[config.mk]
export PLATFORM = sky130hd
export DESIGN_NAME = i2c_ctrl_slave
export DESIGN_NICKNAME = d
export VERILOG_FILES = /design/src/rtl/i2c_ctrl_pkg.sv /design/src/rtl/i2c_deglitch.sv /design/src/rtl/i2c_link.sv /design/src/rtl/ctrl_regbank.sv /design/src/rtl/i2c_ctrl_slave.sv
export SDC_FILE = /design/constraint.sdc
export NUM_CORES = 1
export LEC_CHECK = 0
export BUFFER_PORTS_ARGS = -buffer_cell sky130_fd_sc_hd__buf_2
export CAP_MARGIN = 0
export CORE_MARGIN = 1
export CORE_UTILIZATION = 40
export CTS_BUF_LIST = sky130_fd_sc_hd__clkbuf_2 sky130_fd_sc_hd__clkbuf_4 sky130_fd_sc_hd__clkbuf_8
export DETAILED_ROUTE_END_ITERATION = 8
export HOLD_SLACK_MARGIN = 0.03
export PLACE_DENSITY = 0.66
export SETUP_SLACK_MARGIN = 0.1
export SYNTH_ARGS = -nofsm -noshare
export SYNTH_HDL_FRONTEND = slang
export SYNTH_SLANG_ARGS = --single-unit
[constraint.sdc]
create_clock -name clk -period 6.3 [get_ports clk]
set_input_delay 0.315 -clock clk [delete_from_list [all_inputs] [get_ports clk]]
set_output_delay 0.315 -clock clk [all_outputs]
set_load 0.03 [all_outputs]
[src/rtl/i2c_ctrl_pkg.sv]
package i2c_ctrl_pkg;
  typedef enum logic [2:0] {
    ST_IDLE,
    ST_RX,
    ST_ACK,
    ST_TX,
    ST_RACK
  } link_st_t;
endpackage

[src/rtl/i2c_deglitch.sv]
module i2c_deglitch #(
  parameter int   FILT_LEN = 12,
  parameter logic RST_VAL  = 1'b1
) (
  input  logic clk,
  input  logic rst_n,
  input  logic raw_i,
  output logic filt_o
);
  localparam int CW = $clog2(FILT_LEN + 1);

  logic [1:0]    sync_q;
  logic [CW-1:0] run_q;

  // The output follows the synchronized input only after it has differed
  // for FILT_LEN consecutive cycles.
  always_ff @(posedge clk or negedge rst_n) begin
    if (!rst_n) begin
      sync_q <= {2{RST_VAL}};
      run_q  <= '0;
      filt_o <= RST_VAL;
    end else begin
      sync_q <= {sync_q[0], raw_i};
      if (sync_q[1] == filt_o) begin
        run_q <= '0;
      end else if (run_q == CW'(FILT_LEN - 1)) begin
        filt_o <= sync_q[1];
        run_q  <= '0;
      end else begin
        run_q <= run_q + 1'b1;
      end
    end
  end
endmodule

[src/rtl/i2c_link.sv]
module i2c_link
  import i2c_ctrl_pkg::*;
#(
  parameter logic [6:0] DEV_ADDR = 7'h46,
  parameter int         LAST_SUB = 17
) (
  input  logic       clk,
  input  logic       rst_n,
  input  logic       scl_f,
  input  logic       sda_f,
  input  logic [7:0] status_i,
  output logic       sda_oe,
  output logic       wr_en,
  output logic [7:0] wr_sub,
  output logic [7:0] wr_data,
  output logic       start_det,
  output logic       stop_det,
  output link_st_t   st
);
  logic       scl_q, sda_q;
  logic       scl_rise, scl_fall;
  logic [3:0] bit_q;
  logic [1:0] byte_q;
  logic       rd_q;
  logic       ack_drv_q;
  logic [7:0] rx_sh, tx_sh, sub_q;

  assign scl_rise  = scl_f & ~scl_q;
  assign scl_fall  = ~scl_f & scl_q;
  assign start_det = scl_f & scl_q & sda_q & ~sda_f;
  assign stop_det  = scl_f & scl_q & ~sda_q & sda_f;
  assign sda_oe    = ack_drv_q | ((st == ST_TX) & ~tx_sh[7]);

  always_ff @(posedge clk or negedge rst_n) begin
    if (!rst_n) begin
      scl_q     <= 1'b1;
      sda_q     <= 1'b1;
      st        <= ST_IDLE;
      bit_q     <= '0;
      byte_q    <= '0;
      rd_q      <= 1'b0;
      ack_drv_q <= 1'b0;
      rx_sh     <= '0;
      tx_sh     <= '1;
      sub_q     <= '0;
      wr_en     <= 1'b0;
      wr_sub    <= '0;
      wr_data   <= '0;
    end else begin
      scl_q <= scl_f;
      sda_q <= sda_f;
      wr_en <= 1'b0;
      if (stop_det) begin
        st        <= ST_IDLE;
        ack_drv_q <= 1'b0;
      end else if (start_det) begin
        st        <= ST_RX;
        bit_q     <= '0;
        byte_q    <= '0;
        rd_q      <= 1'b0;
        ack_drv_q <= 1'b0;
      end else begin
        unique case (st)
          ST_RX: begin
            if (scl_rise) begin
              rx_sh <= {rx_sh[6:0], sda_f};
              bit_q <= bit_q + 4'd1;
            end else if (scl_fall && bit_q == 4'd8) begin
              if (byte_q == 2'd0) begin
                if (rx_sh[7:1] == DEV_ADDR) begin
                  rd_q      <= rx_sh[0];
                  ack_drv_q <= 1'b1;
                  st        <= ST_ACK;
                end else begin
                  st <= ST_IDLE;
                end
              end else begin
                ack_drv_q <= 1'b1;
                st        <= ST_ACK;
                if (byte_q == 2'd1) begin
                  sub_q <= rx_sh;
                end else begin
                  wr_en   <= 1'b1;
                  wr_sub  <= sub_q;
                  wr_data <= rx_sh;
                  sub_q   <= (sub_q == 8'(LAST_SUB)) ? 8'd0 : sub_q + 8'd1;
                end
              end
            end
          end
          ST_ACK: begin
            if (scl_fall) begin
              bit_q     <= '0;
              ack_drv_q <= 1'b0;
              if (rd_q && byte_q == 2'd0) begin
                tx_sh <= status_i;
                st    <= ST_TX;
              end else begin
                st <= ST_RX;
                if (byte_q != 2'd2) byte_q <= byte_q + 2'd1;
              end
            end
          end
          ST_TX: begin
            if (scl_rise) begin
              bit_q <= bit_q + 4'd1;
            end else if (scl_fall) begin
              if (bit_q == 4'd8) st <= ST_RACK;
              else tx_sh <= {tx_sh[6:0], 1'b1};
            end
          end
          ST_RACK: begin
            if (scl_rise) st <= ST_IDLE;
          end
          default: ;
        endcase
      end
    end
  end
endmodule

[src/rtl/ctrl_regbank.sv]
module ctrl_regbank #(
  parameter int         NUM_ADJ = 16,
  parameter logic [7:0] ADJ_RST = 8'h80
) (
  input  logic                 clk,
  input  logic                 rst_n,
  input  logic                 wr_en,
  input  logic [7:0]           wr_sub,
  input  logic [7:0]           wr_data,
  output logic [NUM_ADJ*8-1:0] adj_o,
  output logic [7:0]           ctl_a_o,
  output logic [4:0]           ctl_b_o,
  output logic                 refresh_o,
  output logic                 xray_clr_o
);
  localparam logic [7:0] SUB_A = 8'(NUM_ADJ);
  localparam logic [7:0] SUB_B = 8'(NUM_ADJ + 1);

  logic [7:0] adj_q [NUM_ADJ];

  always_ff @(posedge clk or negedge rst_n) begin
    if (!rst_n) begin
      for (int i = 0; i < NUM_ADJ; i++) adj_q[i] <= ADJ_RST;
      ctl_a_o    <= '0;
      ctl_b_o    <= '0;
      refresh_o  <= 1'b0;
      xray_clr_o <= 1'b0;
    end else begin
      refresh_o  <= 1'b0;
      xray_clr_o <= 1'b0;
      if (wr_en) begin
        for (int i = 0; i < NUM_ADJ; i++)
          if (wr_sub == 8'(i)) adj_q[i] <= wr_data;
        if (wr_sub == SUB_A) ctl_a_o <= wr_data;
        if (wr_sub == SUB_B) begin
          ctl_b_o    <= wr_data[6:2];
          refresh_o  <= wr_data[0];
          xray_clr_o <= wr_data[1];
        end
      end
    end
  end

  for (genvar g = 0; g < NUM_ADJ; g++) begin : g_adj
    assign adj_o[8*g +: 8] = adj_q[g];
  end
endmodule

[src/rtl/i2c_ctrl_slave.sv]
module i2c_ctrl_slave
  import i2c_ctrl_pkg::*;
#(
  parameter logic [6:0] DEV_ADDR = 7'h46,
  parameter int         NUM_ADJ  = 16,
  parameter int         FILT_LEN = 12,
  parameter logic [7:0] ADJ_RST  = 8'h80
) (
  input  logic                 clk,
  input  logic                 rst_n,
  input  logic                 scl_i,
  input  logic                 sda_i,
  output logic                 sda_oe_o,
  input  logic                 h_lock_i,
  input  logic                 v_lock_i,
  input  logic                 xray_i,
  input  logic                 h_pol_i,
  input  logic                 v_pol_i,
  input  logic                 hv_det_i,
  input  logic                 v_det_i,
  input  logic                 vext_det_i,
  output logic [NUM_ADJ*8-1:0] adj_o,
  output logic [7:0]           ctl_a_o,
  output logic [4:0]           ctl_b_o,
  output logic                 refresh_o,
  output logic                 xray_clr_o
);
  localparam int LAST_SUB = NUM_ADJ + 1;

  logic [1:0] raw_lines, filt_lines;
  logic       scl_f, sda_f;
  logic       wr_en, start_det, stop_det;
  logic [7:0] wr_sub, wr_data, status_b;
  link_st_t   link_st;

  assign raw_lines = {sda_i, scl_i};
  assign scl_f     = filt_lines[0];
  assign sda_f     = filt_lines[1];
  assign status_b  = {h_lock_i, v_lock_i, xray_i, h_pol_i,
                      v_pol_i, hv_det_i, v_det_i, vext_det_i};

  for (genvar g = 0; g < 2; g++) begin : g_filt
    i2c_deglitch #(.FILT_LEN(FILT_LEN), .RST_VAL(1'b1)) u_filt (
      .clk(clk), .rst_n(rst_n), .raw_i(raw_lines[g]), .filt_o(filt_lines[g])
    );
  end

  i2c_link #(.DEV_ADDR(DEV_ADDR), .LAST_SUB(LAST_SUB)) u_link (
    .clk(clk), .rst_n(rst_n), .scl_f(scl_f), .sda_f(sda_f),
    .status_i(status_b), .sda_oe(sda_oe_o), .wr_en(wr_en),
    .wr_sub(wr_sub), .wr_data(wr_data), .start_det(start_det),
    .stop_det(stop_det), .st(link_st)
  );

  ctrl_regbank #(.NUM_ADJ(NUM_ADJ), .ADJ_RST(ADJ_RST)) u_bank (
    .clk(clk), .rst_n(rst_n), .wr_en(wr_en), .wr_sub(wr_sub),
    .wr_data(wr_data), .adj_o(adj_o), .ctl_a_o(ctl_a_o),
    .ctl_b_o(ctl_b_o), .refresh_o(refresh_o), .xray_clr_o(xray_clr_o)
  );
endmodule

==> results of run 1 <==
[flip-flops by register name, indices dropped and copies added (netlist names), 2 cells and up]
register,flops
u_bank.adj_o,128
g_filt.u_filt.run_q,8
u_bank.ctl_a_o,8
u_link.rx_sh,8
u_link.sub_q,8
u_link.tx_sh,8
u_link.wr_data,8
u_link.wr_sub,8
u_bank.ctl_b_o,5
g_filt.u_filt.sync_q,4
u_link.bit_q,4
u_link.st,3
g_filt.u_filt.filt_o,2
u_link.byte_q,2
[worst reg2reg max path, cell delays in order, from the launching register on]
cell	delay [ns]
sky130_fd_sc_hd__dfstp_2	0.62
sky130_fd_sc_hd__nand2b_1	0.14
sky130_fd_sc_hd__nor4_1	0.33
sky130_fd_sc_hd__nor3b_2	1.05
sky130_fd_sc_hd__mux2_2	0.44
[metrics by stage]
stage	utilization (%)	total power [mW]	worst slack (ns)	instances	instance area, sq um
final	49.9	2.70	3.59	1101	10700
after global routing	49.9	2.81	3.37	1101	10700
after CTS	49.9	2.75	3.57	1101	10700
after detailed placement	46.2	1.44	3.61	1031	9860
after global placement	46.2	1.43	3.67	1031	9860
after floorplan	-	1.40	4.24	629	8830
[cell families (layout without fill, tap and decap cells)]
family	Yosys count	count (layout)	synth area share (%)
xor+xnor	6	6	0.595
buf+inv	42	239	1.86
fa+ha+maj	9	9	1.28
compound gates	64	64	4.63
simple gates	116	116	8.35
mux	181	181	23.1
flops	211	211	60.2
[layer usage]
metal  global-route usage, %  vias up  wire length (microns)
li1                        -     2609                      -
met1                    25.1     2852                   9250
met2                    27.0      172                   8690
met3                    4.61       38                   1330
met4                    7.50        0                    502
met5                       0        -                      0
[cell type report]
cell class                 count  area, sq um  area share (%)
clock buffer                  62          747            7.00
clock inverter                 5         32.5           0.305
inverter                      12         45.0           0.422
multi-input combinational    376         3350            31.4
sequential                   211         5320            49.9
tap                          275          344            3.23
timing repair buffer         160          830            7.78
[worst min-delay path by stage]
stage,to,slack [ns],depth (start not counted)
floorplan,g_filt[0].u_filt.run_q[0]$_DFF_PN0_,0.02,0
global placement,g_filt[0].u_filt.sync_q[1]$_DFF_PN1_,0.35,0
detailed placement,g_filt[0].u_filt.sync_q[1]$_DFF_PN1_,0.35,0
CTS,u_link.tx_sh[0]$_DFFE_PN1P_,0.06,3
global route,u_link.tx_sh[0]$_DFFE_PN1P_,0.06,3
finish,u_link.tx_sh[0]$_DFFE_PN1P_,0.08,3
[placed cells by master, fill, tap and decap left out, types with 5 or more instances in the layout]
master	count
sky130_fd_sc_hd__nand2b_1	6
sky130_fd_sc_hd__nor2_2	12
sky130_fd_sc_hd__clkbuf_4	17
sky130_fd_sc_hd__a21oi_1	8
sky130_fd_sc_hd__nor2b_1	5
sky130_fd_sc_hd__inv_1	12
sky130_fd_sc_hd__mux2_2	179
sky130_fd_sc_hd__buf_2	154
sky130_fd_sc_hd__dfstp_2	32
sky130_fd_sc_hd__dfrtp_1	179
sky130_fd_sc_hd__nor2_1	20
sky130_fd_sc_hd__nand2_1	23
sky130_fd_sc_hd__nor3_1	5
sky130_fd_sc_hd__nand3b_1	7
sky130_fd_sc_hd__nor3b_1	8
sky130_fd_sc_hd__ha_1	9
sky130_fd_sc_hd__o21ai_0	26
sky130_fd_sc_hd__clkbuf_8	46
sky130_fd_sc_hd__xnor2_1	5
[power by group through the flow]
stage / Combinational [mW] / Sequential, mW / Clock (mW)
global route: 0.0518 / 1.37 / 1.39
CTS: 0.0460 / 1.37 / 1.33
detailed placement: 0.0444 / 1.39 / 0
global placement: 0.0441 / 1.39 / 0
finish: 0.0431 / 1.37 / 1.29
floorplan: 0.0107 / 1.39 / 0
==> impl_metrics.csv, run 1 <==
group,metric,value,unit
status,status,"finished clean",
routing,routed-via-count,5671,
clock_tree,holdBufCountCts,3,
power,power.ir.vdd_worst,0.146,mV
critical_path,r2r-end,"u_link.wr_sub[4]$_DFFE_PN0P_",
critical_path,crit_path_top_delay_cell,"sky130_fd_sc_hd__nor3b_2",
critical_path,worst-path-max-fanout,16,
clock_tree,clk-insertion-delay-late,0.53,ns
worst_hold_path,holdCritPathClass,"in2reg",
clock_tree,clockBufferDepth,3,
synth,yosys.area.top_type,"sky130_fd_sc_hd__dfrtp_1",
sta,fin_worst_skew,0.0228,ns
sta,finalHoldWorstSlack,0.0793,ns
critical_path,cp-start-kind,"flop",
clock_tree,numCtsBuffers,37,
clock_tree,tritoncts_sinks,211,
run,max_cap_viol_count,0,
critical_path,critical_path_cell_count,4,
routing,via_per_inst,5.15,
critical_path,rr_worst_depth,4,
floorplan,floorplan.initialDensity,41.4,%
critical_path,worst_setup_path_endpoint,"u_link.wr_sub[4]$_DFFE_PN0P_",
power,p_seq_share,50.6,%
place,dpl.hpwl,12.7,mm
floorplan,die_w,151,microns
cells_and_area,antennaDiodeCount,0,
sta,timing_worst_slew_pin_value,1.25,ns
sta,max-slew-margin-rel,16.5,%
place,place_congestion,0.783,
synth,synth_area_per_cell,14.0,sq um
routing,drc_errors,0,
sta,setup_total_negative_slack,0,ns
synth,netlist_top_cells_count,"179 x sky130_fd_sc_hd__dfrtp_1, 179 x sky130_fd_sc_hd__mux2_2, 32 x sky130_fd_sc_hd__dfstp_2, 26 x sky130_fd_sc_hd__o21ai_0, 23 x sky130_fd_sc_hd__nand2_1",
cells_and_area,nets,819,
synth,synth_area_leaders,"sky130_fd_sc_hd__dfrtp_1 51%, sky130_fd_sc_hd__mux2_2 23%, sky130_fd_sc_hd__dfstp_2 9.5%",
routing,antenna_left,0,
cells_and_area,layout-area-overhead-vs-synth,20.8,%
power,power.net_switching,0.579,mW
power,combPwrFrac,1.6,%
synth,ys_seq_elements,211,
critical_path,timing.critical_path.required,6.69,ns
synth,ys.flop_type,"sky130_fd_sc_hd__dfrtp_1",
clock_tree,cts.reportedPaths.clkPinSlew,0.06,ns
place,numPortBuffers,155,
routing,detailedRoute.firstIterationViolations,241,
clock_tree,number_of_h_tree_levels,2,
worst_hold_path,worstHoldStart,"vext_det_i",
critical_path,setup.reg_to_reg.worst_slack,3.59,ns
synth,synth_edf_count,0,
clock_tree,clk_root_buffer_cell,"sky130_fd_sc_hd__clkbuf_8",
critical_path,timing.rr.start,"u_link.scl_q$_DFF_PN1_",
synth,synthArstFlopShare,100,%
clock_tree,cts_tree,"built",
cells_and_area,post_route_cells_drive_above_1_share,55.0,%
synth,ys_seq_area_share,60.2,%
synth,synthesis.area,8830,sq um
sta,finalHoldViolations,0,
power,internal_power,2.12,mW
clock_tree,ctsResizeCount,0,
routing,drt-pass1-iter-count,4,
sta,layout_worst_path_cycle_share,43.0,%
grt,globalRoute.totalOverflow,0,
synth,synth_cell_types,50,
sta,final-setup-viol-count,0,
sta,final_max_slew_viol_count,0,
power,clock_power_share,47.8,%
critical_path,path_class,"reg2reg",
critical_path,launch_point_of_the_worst_path,"u_link.scl_q$_DFF_PN1_",
power,power_leakage,5.42,nW
sta,period_needed,2.71,ns
critical_path,worst_setup_path_end_kind,"flop",
sta,rsz_0062_raised_after_global_routing,"no",
power,power_density,253,nW/um^2
synth,synthesis.yosys.warnings,0,
grt,initial_antenna_violation_count,0,
critical_path,count_of_buffering_cells_on_the_critical_path_with_inverters_included,0,
grt,grt_start_max_net_pins,85,
grt,grt_util_all_layers,18.1,%
floorplan,boundaryPins,156,
routing,wirelength,19.8,mm
critical_path,cpPeakStageDelay,1.05,ns
grt,grt_pass1_wl,31.5,mm
floorplan,rows,53,
critical_path,critical_path.top_delay_family,"simple AND/OR/NAND/NOR gates",
floorplan,design.die.area,22700,sq um
synth,synth_top_area_share,50.7,%
routing,routed_wire_length_per_instance,18.0,microns
floorplan,die_h,151,microns
grt,vias_in_the_first_global_route,5676,
floorplan,core,21400,sq um
synth,synth.net_count,650,
critical_path,critical_path_arrival,3.10,ns
clock_tree,post_cts_buffers,0,
synth,post_synth_inst_count,629,
critical_path,worstPathCellList,"nand2b_1 > nor4_1 > nor3b_2 > mux2_2",
power,switching_share,21.4,%
cells_and_area,fill_cells,1917,
sta,fmax,369,MHz
(Power assumes the default switching activity.)
==> inputs of run 2 (changes only) <==
- ABC_AREA: not set -> 1
- PLACE_DENSITY: 0.66 -> 0.67
- clock period: 6.3 -> 2.52 ns (I/O delays scaled with it)
==> impl_metrics.csv, run 2 <==
group,metric,value,unit
sta,final_max_slew_viol_count,0,
clock_tree,cts_tree,"built",
cells_and_area,finalNonFillerCells,1383,
synth,synth_area_per_cell,9.55,sq um
sta,fin_worst_skew,0.0334,ns
clock_tree,number_of_h_tree_levels,2,
routing,detailedRoute.firstIterationViolations,403,
floorplan,core,21100,sq um
power,power.net_switching,1.45,mW
critical_path,worst_setup_path_end_kind,"flop",
cells_and_area,ff_latch_area,5320,sq um
clock_tree,clk_root_buffer_cell,"sky130_fd_sc_hd__clkbuf_8",
critical_path,setup.reg_to_reg.worst_slack,0.37,ns
synth,post_synth_inst_count,902,
grt,grt_util_all_layers,18.5,%
grt,grt_start_max_net_pins,74,
routing,drc_errors,0,
clock_tree,cts.reportedPaths.clkPinSlew,0.06,ns
synth,synthesis.area,8610,sq um
synth,synth_cell_types,31,
status,status,"finished clean",
place,dpl.hpwl,13.4,mm
critical_path,r2r-end,"u_link.wr_data[3]$_DFFE_PN0P_",
clock_tree,numCtsBuffers,37,
synth,yosys.area.top_type,"sky130_fd_sc_hd__dfrtp_1",
grt,grt_pass1_wl,32.5,mm
floorplan,boundaryPins,156,
synth,ys_seq_area_share,61.8,%
power,combPwrFrac,1.9,%
floorplan,design.die.area,22100,sq um
synth,synthArstFlopShare,100,%
routing,via_per_inst,4.91,
synth,netlist_top_cells_count,"277 x sky130_fd_sc_hd__nand2_1, 187 x sky130_fd_sc_hd__o21ai_0, 179 x sky130_fd_sc_hd__dfrtp_1, 55 x sky130_fd_sc_hd__inv_1, 41 x sky130_fd_sc_hd__nor2_1",
routing,routed_wire_length_per_instance,14.9,microns
critical_path,worst-path-max-fanout,12,
worst_hold_path,holdCritPathClass,"in2async",
synth,synth_top_family_by_area,"simple AND/OR/NAND/NOR gates",
cells_and_area,antennaDiodeCount,0,
sta,setup_total_negative_slack,0,ns
cells_and_area,post_route_cells_drive_above_1_share,24.6,%
critical_path,timing.critical_path.required,2.89,ns
synth,synth_top_area_share,52.0,%
cells_and_area,layout-area-overhead-vs-synth,21.4,%
clock_tree,clockBufferDepth,3,
synth,synthesis.yosys.warnings,0,
synth,ys_seq_elements,211,
sta,finalHoldViolations,0,
synth,ys.flop_type,"sky130_fd_sc_hd__dfrtp_1",
place,numPortBuffers,155,
cells_and_area,max_ffs_per_register,128,
clock_tree,tritoncts_sinks,211,
power,internal_power,5.32,mW
synth,synthAdderAreaFrac,1.31,%
critical_path,rr_worst_depth,9,
grt,initial_antenna_violation_count,0,
place,place.detailed.instances,1304,
routing,routed-via-count,6786,
synth,post_synth_xor_area_fraction,0.915,%
critical_path,timing.rr.start,"u_link.bit_q[0]$_DFFE_PN0P_",
sta,max-slew-margin-rel,43.8,%
sta,layout_worst_path_cycle_share,85.3,%
power,power_leakage,5.32,nW
synth,area_fraction_in_compound_gates_after_synthesis,11.9,%
sta,timing_worst_slew_pin_value,0.842,ns
sta,period_needed,2.15,ns
floorplan,die_w,149,microns
power,p_seq_share,50.5,%
grt,vias_in_the_first_global_route,6258,
synth,synth-simple-area-share,17.7,%
floorplan,rows,53,
synth,synth_area_leaders,"sky130_fd_sc_hd__dfrtp_1 52%, sky130_fd_sc_hd__nand2_1 12%, sky130_fd_sc_hd__o21ai_0 11%",
sta,fmax,465,MHz
clock_tree,clk-insertion-delay-late,0.54,ns
cells_and_area,mostFrequentLayoutCell,"sky130_fd_sc_hd__nand2_1",
synth,synth_edf_count,0,
power,power_density,648,nW/um^2
floorplan,floorplan.initialDensity,40.9,%
power,clock_power_share,47.6,%
cells_and_area,layout.cells.most_common_list,"277 x sky130_fd_sc_hd__nand2_1, 187 x sky130_fd_sc_hd__o21ai_0, 179 x sky130_fd_sc_hd__dfrtp_1",
clock_tree,post_cts_buffers,0,
synth,synth.net_count,923,
synth,muxShareOfSynthArea,0.944,%
cells_and_area,footprint_of_the_multi_input_gates,2830,sq um
critical_path,critical_path_arrival,2.52,ns
critical_path,launch_point_of_the_worst_path,"u_link.bit_q[0]$_DFFE_PN0P_",
routing,antenna_left,0,
power,power.ir.vdd_worst,0.370,mV
place,place_congestion,0.921,
sta,rsz_0062_raised_after_global_routing,"no",
sta,final-setup-viol-count,0,
critical_path,cp-start-kind,"flop",
critical_path,worst_setup_path_endpoint,"u_link.wr_data[3]$_DFFE_PN0P_",
cells_and_area,fill_cells,1985,
run,max_cap_viol_count,0,
critical_path,path_class,"reg2reg",
power,switching_share,21.4,%
power,total_power,6.77,mW
routing,drt-pass1-iter-count,5,
floorplan,die_h,149,microns
routing,wirelength,20.6,mm
cells_and_area,nets,1101,
grt,globalRoute.totalOverflow,0,
synth,yosys.cell_count.top_type,"sky130_fd_sc_hd__nand2_1",
[run 2: cell types whose count changed after synthesis, moves of 12 or more]
| cell | change |
|---|---|
| sky130_fd_sc_hd__nand3_1 | +25 |
| sky130_fd_sc_hd__mux2_2 | -178 |
| sky130_fd_sc_hd__buf_6 | +16 |
| sky130_fd_sc_hd__nor2_1 | +21 |
| sky130_fd_sc_hd__inv_1 | +43 |
| sky130_fd_sc_hd__nor2_2 | -12 |
| sky130_fd_sc_hd__nand2_1 | +254 |
| sky130_fd_sc_hd__o21ai_0 | +161 |
[run 2: cell type report]
type	instances	area share [%]
Sequential cell	211	50.9
Inverter	57	2.05
Clock buffer	64	7.17
Tap cell	275	3.29
Multi-Input combinational cell	600	27.1
Timing Repair Buffer	173	9.30
Clock inverter	3	0.239
[run 2: cell families after synthesis]
| logic type | after synthesis |
|---|---|
| fa+ha+maj | 9 |
| buf+inv | 92 |
| flops | 211 |
| compound gates | 203 |
| xor+xnor | 9 |
| mux | 8 |
| simple gates | 370 |
[run 2: timing repair]
| action | CTS | global route |
|---|---|---|
| hold buffers | 11 | 0 |
| hold endpoints to repair | 79 | 0 |
| resized for setup | 0 | 1 |
| setup endpoints to repair | 0 | 3 |
[run 2: metrics by stage]
| stage | cell area, sq um | setup slack [ns] | hold WS [ns] | utilization, % |
|---|---|---|---|---|
| 6_report | 10500 | 0.369 | 0.151 | 49.6 |
| 5_1_grt | 10500 | 0.180 | 0.205 | 49.6 |
| 4_1_cts | 10400 | 0.232 | 0.169 | 49.5 |
| 3_5_place_dp | 9560 | 0.434 | 0.180 | 45.3 |
| 3_3_place_gp | 9560 | 0.506 | 0.178 | 45.3 |
| 2_1_floorplan | 8610 | 0.885 | -0.170 | - |
[run 2: power groups by stage]
stage,logic [mW],registers (mW),clock network [mW]
after global placement,0.117,3.48,0
after detailed placement,0.118,3.48,0
after floorplan,0.0249,3.48,0
final,0.126,3.42,3.23
after CTS,0.131,3.42,3.32
after global routing,0.146,3.42,3.47
[run 2: metal layers]
layer	GRT usage [%]	wire, microns	vias up
met3	3.64	1360	42
met4	6.12	435	0
met2	29.4	9440	221
li1	-	-	3293
met5	0	0	-
met1	25.5	9340	3230
[run 2: worst min path at each step]
stage | endpoint | slack [ns] | cells after the start
floorplan | g_filt[0].u_filt.run_q[0]$_DFF_PN0_ | -0.17 | 0
global route | u_bank.adj_o[3]$_DFFE_PN0P_ | 0.21 | 2
CTS | u_bank.adj_o[3]$_DFFE_PN0P_ | 0.17 | 2
finish | u_bank.adj_o[11]$_DFFE_PN0P_ | 0.15 | 2
detailed placement | u_bank.adj_o[11]$_DFFE_PN0P_ | 0.18 | 1
global placement | u_bank.adj_o[11]$_DFFE_PN0P_ | 0.18 | 1
[run 2: worst max-delay path, cell delays in order, from the launching register on]
cell	delay, ns
sky130_fd_sc_hd__dfrtp_1	0.40
sky130_fd_sc_hd__inv_1	0.08
sky130_fd_sc_hd__ha_1	0.14
sky130_fd_sc_hd__nand2_1	0.04
sky130_fd_sc_hd__nor2_1	0.17
sky130_fd_sc_hd__nand2_1	0.12
sky130_fd_sc_hd__inv_1	0.12
sky130_fd_sc_hd__nand3_2	0.13
sky130_fd_sc_hd__nor3_2	0.62
sky130_fd_sc_hd__o21ai_0	0.15
